File: config.mk
export PLATFORM = sky130hd
export DESIGN_NAME = lap_predictor
export DESIGN_NICKNAME = d
export VERILOG_FILES = /design/src/rtl/lap_pkg.sv /design/src/rtl/lap_next_addr.sv /design/src/rtl/lap_train.sv /design/src/rtl/lap_alloc_filter.sv /design/src/rtl/lap_predictor.sv
export SDC_FILE = /design/constraint.sdc
export NUM_CORES = 2
export LEC_CHECK = 0
export BUFFER_PORTS_ARGS = -buffer_cell sky130_fd_sc_hd__buf_2
export CAP_MARGIN = 15
export CORE_MARGIN = 2
export CORE_UTILIZATION = 30
export DETAILED_ROUTE_END_ITERATION = 8
export PLACE_DENSITY = 0.5
export SLEW_MARGIN = 10
export SYNTH_ARGS = -nofsm -noshare
export SYNTH_HDL_FRONTEND = slang
export SYNTH_SLANG_ARGS = --single-unit
File: constraint.sdc
create_clock -name clk -period 17.15 [get_ports clk]
set_input_delay 1.715 -clock clk [delete_from_list [all_inputs] [get_ports clk]]
set_output_delay 1.715 -clock clk [all_outputs]
set_load 0.02 [all_outputs]
File: src/rtl/lap_pkg.sv
package lap_pkg;

   typedef enum logic {
      LAP_STRIDE    = 1'b0,
      LAP_ALTERNATE = 1'b1
   } lap_mode_e;

endpackage

File: src/rtl/lap_next_addr.sv
module lap_next_addr
   import lap_pkg::*;
#(
   parameter int ADDR_W = 32
) (
   input  lap_mode_e           mode,
   input  logic [ADDR_W-1:0]   base,
   input  logic [ADDR_W-1:0]   older,
   input  logic [ADDR_W-1:0]   stride,
   output logic [ADDR_W-1:0]   nxt
);

   always_comb begin
      if (mode == LAP_ALTERNATE) nxt = older;
      else                       nxt = base + stride;
   end

endmodule

File: src/rtl/lap_train.sv
module lap_train
   import lap_pkg::*;
#(
   parameter int ADDR_W = 32,
   parameter int CONF_W = 2
) (
   input  logic                correct,
   input  logic [CONF_W-1:0]   conf,
   input  logic [ADDR_W-1:0]   stride,
   input  lap_mode_e           mode,
   input  logic [ADDR_W-1:0]   last,
   input  logic [ADDR_W-1:0]   hist,
   input  logic [ADDR_W-1:0]   actual,
   output logic [CONF_W-1:0]   conf_n,
   output logic [ADDR_W-1:0]   stride_n,
   output lap_mode_e           mode_n
);

   localparam logic [CONF_W-1:0] CONF_MAX = '1;
   localparam logic [CONF_W-1:0] CONF_MIN = '0;

   always_comb begin
      conf_n   = conf;
      stride_n = stride;
      mode_n   = mode;
      if (correct) begin
         if (conf != CONF_MAX) conf_n = conf + 1'b1;
      end else if (conf != CONF_MIN) begin
         conf_n = conf - 1'b1;
      end else begin
         stride_n = actual - last;
         mode_n   = (actual == hist && actual != last) ? LAP_ALTERNATE : LAP_STRIDE;
      end
   end

endmodule

File: src/rtl/lap_alloc_filter.sv
module lap_alloc_filter #(
   parameter int KEY_W = 12,
   parameter int DEPTH = 4
) (
   input  logic              clk,
   input  logic              rst_n,
   input  logic              probe,
   input  logic [KEY_W-1:0]  probe_key,
   output logic              found,
   output logic [DEPTH-1:0]  hit_vec
);

   localparam int PTR_W = (DEPTH > 1) ? $clog2(DEPTH) : 1;
   localparam logic [PTR_W-1:0] PTR_LAST = PTR_W'(DEPTH - 1);

   logic [KEY_W-1:0] key_q [DEPTH];
   logic [DEPTH-1:0] live_q;
   logic [PTR_W-1:0] ptr_q;

   if (DEPTH < 2) begin : g_bad_depth
      $error("lap_alloc_filter: DEPTH must be at least 2");
   end

   for (genvar s = 0; s < DEPTH; s++) begin : g_slot
      assign hit_vec[s] = live_q[s] && (key_q[s] == probe_key);
   end

   assign found = |hit_vec;

   always_ff @(posedge clk or negedge rst_n) begin
      if (!rst_n) begin
         live_q <= '0;
         ptr_q  <= '0;
      end else if (probe) begin
         if (found) begin
            live_q <= live_q & ~hit_vec;
         end else begin
            live_q[ptr_q] <= 1'b1;
            ptr_q         <= (ptr_q == PTR_LAST) ? '0 : ptr_q + 1'b1;
         end
      end
   end

   always_ff @(posedge clk) begin
      if (probe && !found) key_q[ptr_q] <= probe_key;
   end

endmodule

File: src/rtl/lap_predictor.sv
module lap_predictor
   import lap_pkg::*;
#(
   parameter int PC_W        = 32,
   parameter int ADDR_W      = 32,
   parameter int IDX_W       = 4,
   parameter int TAG_W       = 8,
   parameter int CONF_W      = 2,
   parameter int CONF_THRESH = 2,
   parameter int PEND_W      = 3,
   parameter int FILT_DEPTH  = 4
) (
   input  logic              clk,
   input  logic              rst_n,
   input  logic              lk_req,
   input  logic [PC_W-1:0]   lk_pc,
   output logic              lk_hit,
   output logic [ADDR_W-1:0] lk_addr,
   input  logic              wb_valid,
   input  logic [PC_W-1:0]   wb_pc,
   input  logic [ADDR_W-1:0] wb_addr
);

   localparam int ENTRIES = 1 << IDX_W;
   localparam int KEY_W   = IDX_W + TAG_W;
   localparam int IDX_HI  = IDX_W + 1;
   localparam int TAG_HI  = IDX_W + TAG_W + 1;
   localparam logic [CONF_W-1:0] THRESH   = CONF_W'(CONF_THRESH);
   localparam logic [PEND_W-1:0] PEND_MAX = '1;
   localparam logic [PEND_W-1:0] PEND_ONE = PEND_W'(1);

   if (PC_W < KEY_W + 2) begin : g_bad_pc
      $error("lap_predictor: PC_W too narrow for index and tag");
   end
   if (CONF_THRESH < 1 || CONF_THRESH > (1 << CONF_W) - 1) begin : g_bad_thresh
      $error("lap_predictor: CONF_THRESH out of counter range");
   end
   if (PEND_W < 1 || IDX_W < 1 || TAG_W < 1) begin : g_bad_width
      $error("lap_predictor: widths must be positive");
   end

   // ---------------- entry storage ----------------
   logic [ENTRIES-1:0] ev_q;
   logic [TAG_W-1:0]   tag_q    [ENTRIES];
   logic [ADDR_W-1:0]  last_q   [ENTRIES];
   logic [ADDR_W-1:0]  hist_q   [ENTRIES];
   logic [ADDR_W-1:0]  stride_q [ENTRIES];
   logic [ADDR_W-1:0]  spec_q   [ENTRIES];
   logic [ADDR_W-1:0]  spech_q  [ENTRIES];
   logic [CONF_W-1:0]  conf_q   [ENTRIES];
   logic [PEND_W-1:0]  pend_q   [ENTRIES];
   lap_mode_e          mode_q   [ENTRIES];

   logic unused_pc_bits;
   assign unused_pc_bits = ^{lk_pc, wb_pc};

   // ---------------- lookup side ----------------
   logic [IDX_W-1:0]  l_idx;
   logic [TAG_W-1:0]  l_tag;
   logic              l_tag_hit;
   logic              l_adv;
   logic [ADDR_W-1:0] l_next;
   logic [PEND_W-1:0] l_pend_n;

   assign l_idx     = lk_pc[IDX_HI -: IDX_W];
   assign l_tag     = lk_pc[TAG_HI -: TAG_W];
   assign l_tag_hit = ev_q[l_idx] && (tag_q[l_idx] == l_tag);
   assign l_adv     = lk_req && l_tag_hit;

   lap_next_addr #(.ADDR_W(ADDR_W)) u_spec_next (
      .mode   (mode_q[l_idx]),
      .base   (spec_q[l_idx]),
      .older  (spech_q[l_idx]),
      .stride (stride_q[l_idx]),
      .nxt    (l_next)
   );

   assign lk_hit   = l_adv && (conf_q[l_idx] >= THRESH);
   assign lk_addr  = lk_hit ? l_next : '0;
   assign l_pend_n = (pend_q[l_idx] != PEND_MAX) ? pend_q[l_idx] + 1'b1 : pend_q[l_idx];

   // ---------------- update side ----------------
   logic [IDX_W-1:0]  w_idx;
   logic [TAG_W-1:0]  w_tag;
   logic              w_hit;
   logic              w_miss;
   logic              w_alloc;
   logic              f_found;
   logic [FILT_DEPTH-1:0] filt_match;
   logic [ADDR_W-1:0] w_last;
   logic [ADDR_W-1:0] w_expect;
   logic              w_correct;
   logic              w_resync;
   logic [PEND_W-1:0] w_pend;
   logic [PEND_W-1:0] w_pend_dec;
   logic [PEND_W-1:0] w_pend_n;
   logic [CONF_W-1:0] t_conf;
   logic [ADDR_W-1:0] t_stride;
   lap_mode_e         t_mode;

   assign w_idx  = wb_pc[IDX_HI -: IDX_W];
   assign w_tag  = wb_pc[TAG_HI -: TAG_W];
   assign w_hit  = wb_valid && ev_q[w_idx] && (tag_q[w_idx] == w_tag);
   assign w_miss = wb_valid && !w_hit;
   assign w_last = last_q[w_idx];
   assign w_pend = pend_q[w_idx];

   lap_next_addr #(.ADDR_W(ADDR_W)) u_commit_next (
      .mode   (mode_q[w_idx]),
      .base   (w_last),
      .older  (hist_q[w_idx]),
      .stride (stride_q[w_idx]),
      .nxt    (w_expect)
   );

   assign w_correct = (w_expect == wb_addr);
   assign w_resync  = !w_correct || (w_pend <= PEND_ONE);

   always_comb begin
      w_pend_dec = (w_pend == '0) ? '0 : w_pend - 1'b1;
      w_pend_n   = w_pend_dec;
      if (l_adv && (l_idx == w_idx) && (w_pend_dec != PEND_MAX))
         w_pend_n = w_pend_dec + 1'b1;
   end

   lap_train #(.ADDR_W(ADDR_W), .CONF_W(CONF_W)) u_train (
      .correct  (w_correct),
      .conf     (conf_q[w_idx]),
      .stride   (stride_q[w_idx]),
      .mode     (mode_q[w_idx]),
      .last     (w_last),
      .hist     (hist_q[w_idx]),
      .actual   (wb_addr),
      .conf_n   (t_conf),
      .stride_n (t_stride),
      .mode_n   (t_mode)
   );

   lap_alloc_filter #(.KEY_W(KEY_W), .DEPTH(FILT_DEPTH)) u_filter (
      .clk       (clk),
      .rst_n     (rst_n),
      .probe     (w_miss),
      .probe_key ({w_tag, w_idx}),
      .found     (f_found),
      .hit_vec   (filt_match)
   );

   assign w_alloc = w_miss && f_found;

   // ---------------- state update ----------------
   always_ff @(posedge clk or negedge rst_n) begin
      if (!rst_n)       ev_q <= '0;
      else if (w_alloc) ev_q[w_idx] <= 1'b1;
   end

   // Lookup advance is written first; an update to the same entry overrides it.
   always_ff @(posedge clk) begin
      if (l_adv) begin
         spec_q[l_idx]  <= l_next;
         spech_q[l_idx] <= spec_q[l_idx];
         pend_q[l_idx]  <= l_pend_n;
      end
      if (w_hit) begin
         last_q[w_idx]   <= wb_addr;
         hist_q[w_idx]   <= w_last;
         conf_q[w_idx]   <= t_conf;
         stride_q[w_idx] <= t_stride;
         mode_q[w_idx]   <= t_mode;
         pend_q[w_idx]   <= w_pend_n;
         if (w_resync) begin
            spec_q[w_idx]  <= wb_addr;
            spech_q[w_idx] <= w_last;
         end
      end else if (w_alloc) begin
         tag_q[w_idx]    <= w_tag;
         last_q[w_idx]   <= wb_addr;
         hist_q[w_idx]   <= wb_addr;
         spec_q[w_idx]   <= wb_addr;
         spech_q[w_idx]  <= wb_addr;
         stride_q[w_idx] <= '0;
         conf_q[w_idx]   <= '0;
         pend_q[w_idx]   <= '0;
         mode_q[w_idx]   <= LAP_STRIDE;
      end
   end

endmodule

==> reports/metrics.csv <==
stage,metric,value,unit
outcome,status,"complete, no violations",
global_route,Tot GR Track Use,18.4,%
die,io pins,133,
setup_path,critical-path cell list,buf_8 -> buf_4 -> buf_12 -> mux4_2 -> mux2_2 -> o21ai_2 -> inv_1 -> ha_1 -> o21ai_0 -> a21boi_0 -> o2111ai_1 -> a31oi_1 -> o211ai_1 -> a21oi_1 -> nor3_1 -> or2_2 -> o311ai_2 -> buf_4 -> nor2_1 -> buf_2,
place,pre-CTS setup slack,5.66,ns
setup_path,worst r2r path cells,17,
setup_path,crit path max fanout,78,
sta,unrepaired setup endpoints after global routing,no,
yosys,asr flop ratio synth,0.771,%
global_route,initial antenna violation count,38,
global_route,number of global-route vias before repair,78400,
worst_hold_path,Hold Path Class,flip-flop to flip-flop,
die,# rows,248,
place,PortBufs,92,
power,pwr dens,109,nW/um^2
global_route,first-pass GRT wire length,608,mm
layout,most frequent cells in the layout,"edfxtp_1 (2,832), mux4_2 (1,035), mux2i_1 (616), clkbuf_16 (331), mux2_2 (292)",
setup_path,Crit-path slowest cell,o21ai_2,
setup_path,Max stage delay on crit path,0.85,ns
sta,min Tclk post-route,11.05,ns
clock_tree,Worst-Skew Late Latency,0.97,ns
yosys,Cell variety after synth,94,
sta,Max Freq,0.0905,GHz
place,DP HPWL,250,mm
yosys,"top cells by area, synth","edfxtp_1 (62%), mux4_2 (17%), mux2i_1 (4.8%)",
layout,"most common cell after layout, fill and taps aside",edfxtp_1,
setup_path,Critical Path RT,15.43,ns
die,area of the core,456000,um^2
yosys,Post-synth EDFFs,2832,
sta,setup TNS,0,ns
layout,Util after Layout,34.0,%
clock_tree,Post-CTS Setup Inserts,0,
clock_tree,CTS Hold Buffers Added,0,
clock_tree,total CTS buffers,327,
setup_path,Crit path max-delay family,compound AO/OA/AOI/OAI gates,
detailed_routing,drt wl/cell,31.4,um
yosys,Synth top area share,62.1,%
worst_hold_path,WHS Path Cells,1,
setup_path,Worst setup SP type,input port,
setup_path,crit end category,output pin,
yosys,sequential element share of the synthesized area,62.5,%
global_route,largest net degree at the start of global routing,116,
place,placed insts,13200,
layout,share of cells above drive strength 1,32.5,%
yosys,syn avg cell area,18.4,um^2
yosys,leading area contributor after synthesis,edfxtp_1,
setup_path,Crit Path Category,input port to output pin,
detailed_routing,Vias,74900,
die,Die W,680,um
layout,P&R area growth vs syn,12.9,%
setup_path,buffer and inverter count on the worst path,6,
sta,Rel. slew slack,14.9,%
detailed_routing,drt initial violations,8174,
yosys,Yosys Warn Count,0,
sta,slew of the pin with the lowest slew margin,1.28,ns
setup_path,Worst path depth,20,
yosys,Syn Std Cell Area,137000,um^2
layout,fin nets,7740,
yosys,synthesized net count,7651,
clock_tree,Worst-path clk slew,0.05,ns
sta,final worst slack,6.10,ns
power,VDD IR-drop max,0.0882,mV
detailed_routing,TritonRoute pass-1 iters,7,
setup_path,"most used cell, CP",buf_4,
die,Initial Util,30.1,%
yosys,synthesized instance count,7445,
job,max cap viols,0,
setup_path,crit path DAT,9.33,ns
sta,Slew Limit Fails,0,
place,GP Congestion,0.888,
layout,Final Instance Count excl. Fillers,13800,
sta,final-report setup violation count,0,
detailed_routing,# DRC,0,
die,die area,462000,um^2
sta,skew final,0.0715,ns
sta,Final Hold Fails,0,
sta,Tcrit/Tclk final,64.4,%
clock_tree,CTS tree,yes,
yosys,#FFs+latches synth,2854,
clock_tree,H-Tree Depth,5,
yosys,top_reg_cell synth,edfxtp_1,
global_route,grt ovf,0,
detailed_routing,Post-DRT Antenna Nets,0,
detailed_routing,via/cell ratio,5.43,
clock_tree,CTS root buffer,clkbuf_16,
power,total power,16.9,mW
die,Die H,680,um
power,P_leak,54.0,nW
clock_tree,CTS Sinks,2854,
clock_tree,CTS max path bufs,4,
detailed_routing,Routed WL,434,mm
clock_tree,Resize count post-CTS,0,
power by group:
group	switching, mW	internal, mW	leakage (nW)	total, mW
registers	0.00873	7.89	25.7	7.90
clock network	2.89	3.85	4.93	6.74
logic	1.27	0.938	23.3	2.21
per-layer routing:
metal  part of all wire [%]  track usage [%]  wire length [um]
met1                     43             25.5            188000
met2                     48             30.8            209000
met3                    5.8             2.34             25300
met4                    2.6             4.56             11300
met5                  0.038                0               163
cells in the mapped netlist (9+ instances only):
| cell type | n |
|---|---|
| edfxtp_1 | 2832 |
| mux4_2 | 1036 |
| mux2i_1 | 651 |
| mux2_2 | 292 |
| clkbuf_1 | 289 |
| mux2_4 | 260 |
| nand2_1 | 260 |
| inv_1 | 154 |
| nor2_1 | 151 |
| xnor2_1 | 122 |
| a21oi_1 | 121 |
| buf_2 | 115 |
| ha_1 | 103 |
| o21ai_0 | 98 |
| buf_1 | 75 |
| o21ai_1 | 51 |
| nor3_1 | 47 |
| buf_6 | 42 |
| a21o_1 | 41 |
| nand4_1 | 41 |
| xor2_1 | 41 |
| nand3_1 | 40 |
| buf_4 | 39 |
| and2_1 | 35 |
| buf_12 | 32 |
| or2_2 | 32 |
| o22ai_1 | 29 |
| or3_1 | 25 |
| and3_1 | 22 |
| dfrtp_1 | 22 |
| nand2b_1 | 22 |
| o21a_1 | 22 |
| nor2b_1 | 20 |
| nor4_1 | 20 |
| a22oi_1 | 19 |
| o211ai_1 | 16 |
| a211oi_1 | 15 |
| a21boi_0 | 15 |
| o31ai_1 | 13 |
| nand2_8 | 10 |
| nor3b_1 | 10 |
| o221ai_1 | 9 |
kinds of logic (layout without fill, tap and decap cells):
kind of cell / Yosys count / in the layout / synth area share (%)
mux: 2239 / 2239 / 27.0
compound gates: 557 / 557 / 2.66
flops: 2854 / 2854 / 62.5
xor+xnor: 163 / 163 / 1.04
buf+inv: 751 / 1093 / 2.90
other cells: 0 / 12 / 0
fa+ha+maj: 106 / 106 / 0.985
simple gates: 775 / 775 / 2.88
worst register-to-register path, stage by stage (launching register included):
cell,delay (ns)
edfxtp_1,0.39
mux4_2,0.49
mux4_2,0.56
ha_1,0.28
fa_1,0.50
a211oi_1,0.41
o21ai_0,0.20
a21oi_1,0.61
o221ai_1,0.35
xnor2_1,0.29
nor4_1,0.33
o32ai_1,0.17
nor4b_1,0.61
nand4_1,0.31
buf_4,0.45
nand2_8,0.70
buf_4,0.88
mux2_2,0.45
cell type report:
class / instances / area, um^2
Sequential cell: 2854 / 85600
Tap cell: 6000 / 7510
Multi-Input combinational cell: 3840 / 48100
Fill cell: 43100 / 301000
Clock inverter: 153 / 1400
Antenna cell: 12 / 30.0
Timing Repair Buffer: 354 / 2630
Clock buffer: 429 / 8740
Inverter: 157 / 664
state kept, by name (all words and copies together) (netlist names), 32 cells and up:
name	count
conf_q	32
hist_q	512
last_q	512
pend_q	48
spec_q	512
spech_q	512
stride_q	512
tag_q	128
u_filter.key_q	48
metrics by stage:
stage	hold WS [ns]	area, um^2
final	0.485	155000
after global routing	0.502	155000
after CTS	0.486	154000
after detailed placement	0.471	144000
after global placement	0.465	144000
after floorplan	0.452	137000
path summary, 6_finish.rpt:
check / startpoint / endpoint / slack, ns
setup / recovery: lk_pc[2] / lk_addr[30] / 6.10
hold / removal: ev_q[10] / ev_q[10] / 0.48
setup reg to reg: stride_q[2][0] / spec_q[9][0] / 8.89
hold reg to reg: ev_q[10] / ev_q[10] / 0.48
max in group asynchronous: rst_n / ev_q[4] / 15.99
min in group asynchronous: rst_n / ev_q[15] / 0.75
Power figures use the tool's default switching activity.
